$ cat src/rtl/gpio_port.sv
module gpio_port #(
  parameter int W = 8
) (
  input  logic         clk,
  input  logic         rst_n,
  input  logic [1:0]   addr,
  input  logic [W-1:0] wdata,
  input  logic         wr_en,
  input  logic         rd_en,
  output logic [W-1:0] rdata,
  input  logic [W-1:0] pin_in,
  output logic [W-1:0] pin_out,
  output logic [W-1:0] pin_oe,
  input  logic         modem_mode,
  input  logic         modem_irq_en,
  output logic         irq
);
  localparam int H = W / 2;

  logic [W-1:0] dir_q, dat_q, ien_q;
  logic [W-1:0] sync1, sync2, prev;
  logic [W-1:0] eff_en, chg;
  logic         pend, clr;

  assign eff_en = modem_mode ? {{(W-H){modem_irq_en}}, ien_q[H-1:0]} : ien_q;
  assign chg    = (sync2 ^ prev) & ~dir_q & eff_en;
  assign clr    = (wr_en && addr == 2'd0) || (rd_en && addr == 2'd1);

  always_ff @(posedge clk) begin
    if (!rst_n) begin
      dir_q <= '0;
      dat_q <= '0;
      ien_q <= '0;
      sync1 <= '0;
      sync2 <= '0;
      prev  <= '0;
      pend  <= 1'b0;
    end else begin
      sync1 <= pin_in;
      sync2 <= sync1;
      prev  <= sync2;
      pend  <= (pend & ~clr) | (|chg);
      if (wr_en) begin
        case (addr)
          2'd0: dir_q <= wdata;
          2'd1: dat_q <= wdata;
          2'd2: ien_q <= wdata;
          default: ;
        endcase
      end
    end
  end

  always_comb begin
    rdata = '0;
    if (rd_en) begin
      case (addr)
        2'd0: rdata = dir_q;
        2'd1: rdata = sync2;
        2'd2: rdata = ien_q;
        default: rdata = '0;
      endcase
    end
  end

  assign pin_oe  = dir_q;
  assign pin_out = dat_q;
  assign irq     = pend;
endmodule


$ cat config.mk
export PLATFORM = sky130hd
export DESIGN_NAME = gpio_port
export DESIGN_NICKNAME = d
export VERILOG_FILES = /design/src/rtl/gpio_port.sv
export SDC_FILE = /design/constraint.sdc
export NUM_CORES = 1
export LEC_CHECK = 0
export BUFFER_PORTS_ARGS = -buffer_cell sky130_fd_sc_hd__buf_2
export CAP_MARGIN = 20
export CORE_MARGIN = 2
export CORE_UTILIZATION = 34
export CTS_CLUSTER_SIZE = 40
export DETAILED_ROUTE_END_ITERATION = 12
export GPL_TIMING_DRIVEN = 0
export MAX_ROUTING_LAYER = met4
export SYNTH_ARGS = -nofsm -noshare
export SYNTH_HDL_FRONTEND = slang
export SYNTH_SLANG_ARGS = --single-unit
$ cat constraint.sdc
create_clock -name clk -period 2.2 [get_ports clk]
set_clock_uncertainty 0.2 [all_clocks]
set_input_delay 0.33 -clock clk [delete_from_list [all_inputs] [get_ports clk]]
set_output_delay 0.33 -clock clk [all_outputs]
set_load 0.03 [all_outputs]
==> results of run 1 <==
## power by group
group          internal, mW  switching (mW)
clock                 0.285           0.292
combinational        0.0837           0.115
sequential            0.921          0.0206
## worst register-to-register path: stages, from the launching register on
cell	delay [ns]
dfxtp_1	0.37
xnor2_1	0.13
nor3b_1	0.06
nor4_1	0.44
a41oi_2	0.17
## routing by layer
metal	part of all wire, %	track usage (%)
met1	51	19.8
met2	43	24.6
met3	4.6	3.60
met4	0.82	4.07
met5	0	-
## worst paths after layout
kind | start | to | slack, ns
worst min register to register | sync1[3] | sync2[3] | 0.24
worst min-delay path | pin_in[5] | sync1[5] | 0.03
worst max register to register | sync2[2] | irq | 0.70
worst max-delay path | addr[0] | rdata[6] | 0.16
## placed cells by master, fill, tap and decap left out, types with 4 or more instances in the layout
cell type and instances:
nor2_1 10, nand2_1 24, a21oi_1 17, buf_2 47, dfxtp_1 49, xnor2_1 7, mux2i_1 18, clkbuf_8 7
nor3b_1 4, nand3_1 16, buf_6 5, and2_1 32, o21ai_1 9, clkbuf_1 4
## metrics by stage
step,hold slack [ns],cells
2_1_floorplan,0.212,213
3_3_place_gp,0.214,332
3_5_place_dp,0.218,332
4_1_cts,0.0237,340
5_1_grt,0.0392,340
6_report,0.0340,340
## kinds of logic after synthesis
family	synth area share, %
compound gates	8.32
xor+xnor	3.07
buf+inv	5.07
flops	49.1
mux	9.01
simple gates	25.5
## area by class of cell
class	instances	share of cell area, %
sequential	49	40.4
clock inverter	1	0.206
buffer	12	3.87
clock buffer	7	3.97
inverter	2	0.309
timing repair buffer	47	9.70
tap	72	3.71
multi-input combinational	150	37.8
## sequential cells by signal, indices dropped and copies added (netlist names)
signal	cells
ien_q	8
pin_out	8
pin_oe	8
sync2	8
prev	8
sync1	8
irq	1
==> results.yml, run 1 <==
power_and_ir_drop:
  leakage_nw: 1.02
  pwr_density_cell_nw_per_um2: 708
  peakVddDrop_v: 0.000386
  total_power_mw: 1.72
finish:
  layout.core_utilization_pct: 43.3
  n_fill_cell: 607
  fin_nets: 291
  multiInputGateArea_um2: 917
  area_growth_pct: 21.3
  num_antenna_cells: 0
  post-route-cell-area_um2: 2430
  drive_gt1_share_pct: 25.7
  ff_latch_area_um2: 981
setup_path:
  critPathBufInv: 5
  timing.critical_path.depth: 9
  worstRegToRegCells: 4
  timing.critical_path.from_type: "input port"
  worstSetupEndpointType: "primary output"
  cp_max_fo: 10
  timing.critical_path.cells: "buf_2 -> buf_4 -> nor2b_4 -> buf_6 -> buf_6 -> nand2_1 -> o21ai_1 -> and2_1 -> buf_2"
  critPathArrivalTime_ns: 1.51
  critPathSlowestCell: "buf_2"
  timing.critical_path.required_ns: 1.67
  family_of_cells_with_the_greatest_summed_delay_on_the_critical_path: "buffers and inverters"
  worstSetupPathType: "input port to primary output"
  cp_peak_stage_delay_ns: 0.20
timing:
  worst_slew_pin_slew_ns: 0.494
  period_minus_ws_final_ns: 2.04
  rsz0062_at_grt: "no"
  slew-limit-headroom_pct: 67.0
  fin_crit_sh_pct: 92.8
  setup_viol: 0
  final_hold_viol_count: 0
  max_freq_ghz: 0.490
  fin_ws_ns: 0.158
  totalNegativeSetupSlack_ns: 0
  count_of_final_max_slew_check_failures: 0
cts:
  clk_transition_reported_paths_ns: 0.09
  cts_root_buf: "clkbuf_8"
  worstSkewPairLatency_ns: 0.30
  cts.repair.resized: 0
  clock_tree.htree_level_count: 2
  ctsLongestPathBuffers: 2
  cts_post_setup_buffers_inserted: 0
  num_cts_buffers: 5
  tritoncts_num_sinks: 49
  cts_tree: "built"
  cts_hold_buffers: 0
synthesis:
  synth_sequential_area_ratio_pct: 49.1
  count_of_flip_flops_with_a_built_in_enable_after_synthesis: 0
  synth.cell_area_um2: 2000
  synth_cell_type_count: 22
  synth.avg_cell_area_um2: 9.39
  number_of_nets_produced_by_synthesis: 237
  yosysWarningCount: 0
  synth_seq_cells: 49
  post-synth-top-count-cell: "dfxtp_1"
  yosysTopAreaCellShare_pct: 49.1
  synth_ff_type: "dfxtp_1"
  async_flop_share_pct: 0
  synth_top_cell_by_area: "dfxtp_1"
  post_synth_inst_count: 213
  synth.area.top_cells: "dfxtp_1 (49%), and2_1 (10%), mux2i_1 (9.0%)"
  netlist_top_cells_count: "dfxtp_1 (49), and2_1 (32), nand2_1 (24)"
routing:
  num_vias: 1551
  drt-initial-drc-count: 77
  drt-vias-per-instance: 4.56
  drc: 0
  routed_wire_per_std_cell_um: 12.6
  drt_pre_antenna_iters: 4
  drt-total-wl_mm: 4.27
  drt.antenna.violating_nets: 0
hold_path:
  worst_hold_path_stage_count: 2
  min_path_type: "input port to flop"
floorplan:
  fp.dieArea_um2: 6510
  initial_utilization_pct: 35.7
  fp.dieH_um: 80.7
  die_w_um: 80.7
  row_count: 27
  core_region_area_um2: 5610
  top_level_ports: 49
place:
  place.port_buffers: 47
  post_placement_setup_slack_ns: 0.154
  final_hpwl_from_detailed_placement_mm: 3.15
  gp_routability_congestion: 0.757
  placement.cell_area_um2: 2320
grt:
  antenna_violations_before_repair: 0
  number_of_global_route_vias_before_repair: 1545
  grt.overflow.total: 0
  grt_max_degree: 15
  global_route.usage.total_pct: 15.4
  grt_pass1_wl_mm: 7.49
run_status:
  status: "finished clean"
flow_run:
  maxCapViolCount: 0
Power figures use the tool's default switching activity.
==> run 2, diff against run 1 <==
--- a/config.mk
+++ b/config.mk
@@ -7,12 +7,13 @@
 export LEC_CHECK = 0
 export BUFFER_PORTS_ARGS = -buffer_cell sky130_fd_sc_hd__buf_2
 export CAP_MARGIN = 20
-export CORE_MARGIN = 2
+export CORE_MARGIN = 4
 export CORE_UTILIZATION = 34
 export CTS_CLUSTER_SIZE = 40
 export DETAILED_ROUTE_END_ITERATION = 12
 export GPL_TIMING_DRIVEN = 0
 export MAX_ROUTING_LAYER = met4
+export RECOVER_POWER = 50
 export SYNTH_ARGS = -nofsm -noshare
 export SYNTH_HDL_FRONTEND = slang
 export SYNTH_SLANG_ARGS = --single-unit
==> results.yml, run 2 (synthesized netlist as in run 1, its figures left out) <==
run_status:
  status: "finished clean"
place:
  gp_routability_congestion: 0.774
  final_hpwl_from_detailed_placement_mm: 3.22
  place.port_buffers: 47
  placement.cell_area_um2: 2320
  post_placement_setup_slack_ns: 0.137
  place.detailed.instances: 332
floorplan:
  initial_utilization_pct: 35.7
  die_w_um: 84.7
  fp.dieArea_um2: 7170
  row_count: 27
  top_level_ports: 49
  fp.dieH_um: 84.7
  core_region_area_um2: 5610
setup_path:
  worstSetupEndpointType: "primary output"
  worstRegToRegCells: 4
  cp_max_fo: 10
  critPathArrivalTime_ns: 1.53
  timing.rr.start: "sync2[2]"
  timing.critical_path.from_type: "input port"
  timing.critical_path.required_ns: 1.67
  setup.worst_path.start: "addr[0]"
  worstSetupPathType: "input port to primary output"
  r2r_setup_slack_ns: 0.81
  reg2reg_to: "irq"
finish:
  num_antenna_cells: 0
  layout.core_utilization_pct: 43.1
  fin_nets: 291
  layoutNonFillerInstCount: 340
  post-route-cell-area_um2: 2420
  area_growth_pct: 20.9
  drive_gt1_share_pct: 24.3
  most-common-layout-cells: "dfxtp_1 (49), buf_2 (45), nand2_1 (25), and2_1 (24), mux2i_1 (18)"
  layout_commonest_cell: "dfxtp_1"
timing:
  setup_viol: 0
  final_hold_viol_count: 0
  hold_slack_ns: 0.0312
  fin_crit_sh_pct: 93.8
  period_minus_ws_final_ns: 2.06
  max_freq_ghz: 0.484
  rsz0062_at_grt: "no"
  count_of_final_max_slew_check_failures: 0
  totalNegativeSetupSlack_ns: 0
  fin_ws_ns: 0.136
  worst_slew_pin_slew_ns: 0.476
  slew-limit-headroom_pct: 68.2
routing:
  num_vias: 1548
  drc: 0
  drt.antenna.violating_nets: 0
  routed_wire_per_std_cell_um: 12.6
  drt_pre_antenna_iters: 4
  drt-vias-per-instance: 4.55
  drt-initial-drc-count: 115
  drt-total-wl_mm: 4.29
cts:
  cts_hold_buffers: 0
  clk_transition_reported_paths_ns: 0.08
  clock_tree.htree_level_count: 2
  worstSkewPairLatency_ns: 0.30
  cts.repair.resized: 0
  num_cts_buffers: 5
  tritoncts_num_sinks: 49
  cts_root_buf: "clkbuf_8"
  cts_tree: "built"
  cts_post_setup_buffers_inserted: 0
  ctsLongestPathBuffers: 2
power_and_ir_drop:
  pwr_density_cell_nw_per_um2: 704
  total_power_mw: 1.70
  peakVddDrop_v: 0.000387
  leakage_nw: 1.00
hold_path:
  min-delay-start: "pin_in[3]"
  worst_hold_path_stage_count: 2
  hold_path_end: "sync1[3]"
  min_path_type: "input port to flop"
grt:
  grt_pass1_wl_mm: 7.17
  global_route.usage.total_pct: 13.1
  antenna_violations_before_repair: 0
  grt.overflow.total: 0
  grt_max_degree: 15
  number_of_global_route_vias_before_repair: 1431
flow_run:
  maxCapViolCount: 0
-- run 2: cell count changes in the layout (fill, tap and decap cells not counted), sizes merged --
cell and change:
buf -3, clkbuf +3
-- run 2: power breakdown --
group | internal (mW) | switching [mW]
clock | 0.284 | 0.280
sequential | 0.920 | 0.0206
combinational | 0.0816 | 0.115
-- run 2: how the worst max path moves through the flow --
stage	to	slack, ns	depth (start not counted)
2_1_floorplan	rdata[5]	0.44	7
3_3_place_gp	rdata[6]	0.14	9
3_5_place_dp	rdata[6]	0.14	9
4_1_cts	rdata[6]	0.13	9
5_1_grt	rdata[6]	0.02	9
6_report	rdata[6]	0.14	9
-- run 2: worst max-delay path, cell delays in order --
cell and delay [ns]:
buf_2 0.10, buf_4 0.18, nor2b_4 0.16, buf_6 0.14
buf_6 0.15, nand2_1 0.06, o21ai_1 0.06, and2_1 0.14
buf_2 0.20
-- run 2: cell type report --
class                      count  area (um^2)
clock inverter                 1         5.00
tap                           72         90.1
fill                         608         3190
inverter                       2         7.51
clock buffer                   7         96.3
timing repair buffer          47          233
buffer                        12         90.1
sequential                    49          981
multi-input combinational    150          915
-- run 2: per-layer routing --
metal | wire length (um) | vias to the layer above | share of wire, % | global-route usage (%)
li1 | - | 817 | - | -
met1 | 2080 | 685 | 48 | 17.6
met2 | 1900 | 43 | 44 | 18.5
met3 | 294 | 3 | 6.8 | 5.30
met4 | 22 | 0 | 0.51 | 2.59
met5 | 0 | - | 0 | -
==> run 3, diff against run 2 <==
--- a/config.mk
+++ b/config.mk
@@ -5,15 +5,14 @@
 export SDC_FILE = /design/constraint.sdc
 export NUM_CORES = 1
 export LEC_CHECK = 0
+export ABC_AREA = 0
 export BUFFER_PORTS_ARGS = -buffer_cell sky130_fd_sc_hd__buf_2
 export CAP_MARGIN = 20
-export CORE_MARGIN = 4
 export CORE_UTILIZATION = 34
 export CTS_CLUSTER_SIZE = 40
 export DETAILED_ROUTE_END_ITERATION = 12
 export GPL_TIMING_DRIVEN = 0
 export MAX_ROUTING_LAYER = met4
-export RECOVER_POWER = 50
 export SYNTH_ARGS = -nofsm -noshare
 export SYNTH_HDL_FRONTEND = slang
 export SYNTH_SLANG_ARGS = --single-unit
==> results.yml, run 3 (synthesized netlist as in run 1, its figures left out) <==
routing:
  routed_wire_per_std_cell_um: 12.5
  drt_pre_antenna_iters: 4
  drc: 0
  drt-total-wl_mm: 4.24
  num_vias: 1552
  drt-vias-per-instance: 4.56
  drt-initial-drc-count: 98
  drt.antenna.violating_nets: 0
grt:
  grt_pass1_wl_mm: 7.07
  number_of_global_route_vias_before_repair: 1460
  global_route.usage.total_pct: 15.4
  antenna_violations_before_repair: 0
  grt.overflow.total: 0
  grt_max_degree: 15
finish:
  num_antenna_cells: 0
  area_growth_pct: 21.3
  n_fill_cell: 572
  layoutNonFillerInstCount: 340
  layout.core_utilization_pct: 43.5
  fin_nets: 291
  most-common-layout-cells: "dfxtp_1 (49), buf_2 (47), and2_1 (32), nand2_1 (24), mux2i_1 (18)"
  layout_commonest_cell: "dfxtp_1"
  ff_latch_area_um2: 981
  drive_gt1_share_pct: 25.7
  multiInputGateArea_um2: 917
timing:
  max_freq_ghz: 0.486
  totalNegativeSetupSlack_ns: 0
  setup_viol: 0
  slew-limit-headroom_pct: 69.0
  period_minus_ws_final_ns: 2.06
  fin_crit_sh_pct: 93.5
  final_hold_viol_count: 0
  hold_slack_ns: 0.0364
  worst_slew_pin_slew_ns: 0.465
  count_of_final_max_slew_check_failures: 0
  rsz0062_at_grt: "no"
setup_path:
  critPathArrivalTime_ns: 1.53
  worstSetupEndpointType: "primary output"
  timing.critical_path.required_ns: 1.67
  cp_max_fo: 10
  worstSetupPathType: "input port to primary output"
  timing.rr.start: "sync2[2]"
  setup.worst_path.start: "addr[0]"
  cp_peak_stage_delay_ns: 0.19
  timing.critical_path.from_type: "input port"
  critPathSlowestCell: "buf_2"
  timing.critical_path.cells: "buf_2 -> buf_4 -> nor2b_4 -> buf_6 -> buf_6 -> nand2_1 -> o21ai_1 -> and2_1 -> buf_2"
cts:
  cts_hold_buffers: 0
  tritoncts_num_sinks: 49
  cts_post_setup_buffers_inserted: 0
  cts_root_buf: "clkbuf_8"
  clk_transition_reported_paths_ns: 0.08
  cts.repair.resized: 0
  clock_tree.htree_level_count: 2
  worstSkewPairLatency_ns: 0.30
  num_cts_buffers: 5
  cts_tree: "built"
  ctsLongestPathBuffers: 2
hold_path:
  min_path_type: "input port to flop"
  min-delay-start: "pin_in[7]"
run_status:
  status: "finished clean"
floorplan:
  initial_utilization_pct: 35.9
  fp.dieH_um: 78.7
  die_w_um: 78.7
  fp.dieArea_um2: 6190
  row_count: 27
  core_region_area_um2: 5570
  top_level_ports: 49
place:
  gp_routability_congestion: 0.734
  place.port_buffers: 47
  place.detailed.instances: 332
  final_hpwl_from_detailed_placement_mm: 3.17
power_and_ir_drop:
  pwr_density_cell_nw_per_um2: 701
  peakVddDrop_v: 0.000389
  leakage_nw: 1.02
flow_run:
  maxCapViolCount: 0
-- run 3: final timing paths --
| check | cells after the start | end | slack, ns |
|---|---|---|---|
| setup / recovery | 9 | rdata[6] | 0.14 |
| hold / removal | 2 | sync1[7] | 0.04 |
| setup reg to reg | 4 | irq | 0.77 |
| hold reg to reg | 1 | sync2[3] | 0.23 |
-- run 3: per-layer routing --
metal / up-vias / part of all wire (%) / track usage [%] / routed length, um
li1: 813 / - / - / -
met1: 696 / 47 / 18.4 / 2010
met2: 39 / 46 / 25.0 / 1950
met3: 4 / 5.5 / 3.95 / 235
met4: 0 / 1.1 / 5.00 / 48
met5: - / 0 / - / 0
-- run 3: critical path: cells and delay by family --
kind / cells / cell delay [ns]
AND/OR/NAND/NOR: 3 / 0.36
AO/OA/AOI/OAI: 1 / 0.07
buffers and inverters: 5 / 0.75
-- run 3: layout make-up --
class | instances | area share (%)
Multi-Input combinational cell | 150 | 37.8
Clock inverter | 1 | 0.206
Sequential cell | 49 | 40.4
Tap cell | 72 | 3.71
Timing Repair Buffer | 47 | 9.70
Buffer | 12 | 3.87
Clock buffer | 7 | 3.97
Inverter | 2 | 0.309
-- run 3: per-stage QoR --
stage / power (mW) / setup WS [ns] / cell area [um^2]
after detailed placement: 1.16 / 0.152 / 2320
after CTS: 1.72 / 0.136 / 2430
final: 1.70 / 0.142 / 2430
after global routing: 1.78 / 0.0706 / 2430
after global placement: 1.16 / 0.147 / 2320
after floorplan: 1.09 / 0.438 / 2000
-- run 3: power by group --
group	leakage, nW	total (mW)	switching (mW)	internal, mW
sequential	0.401	0.941	0.0206	0.921
combinational	0.562	0.199	0.115	0.0837
clock	0.0542	0.560	0.276	0.284
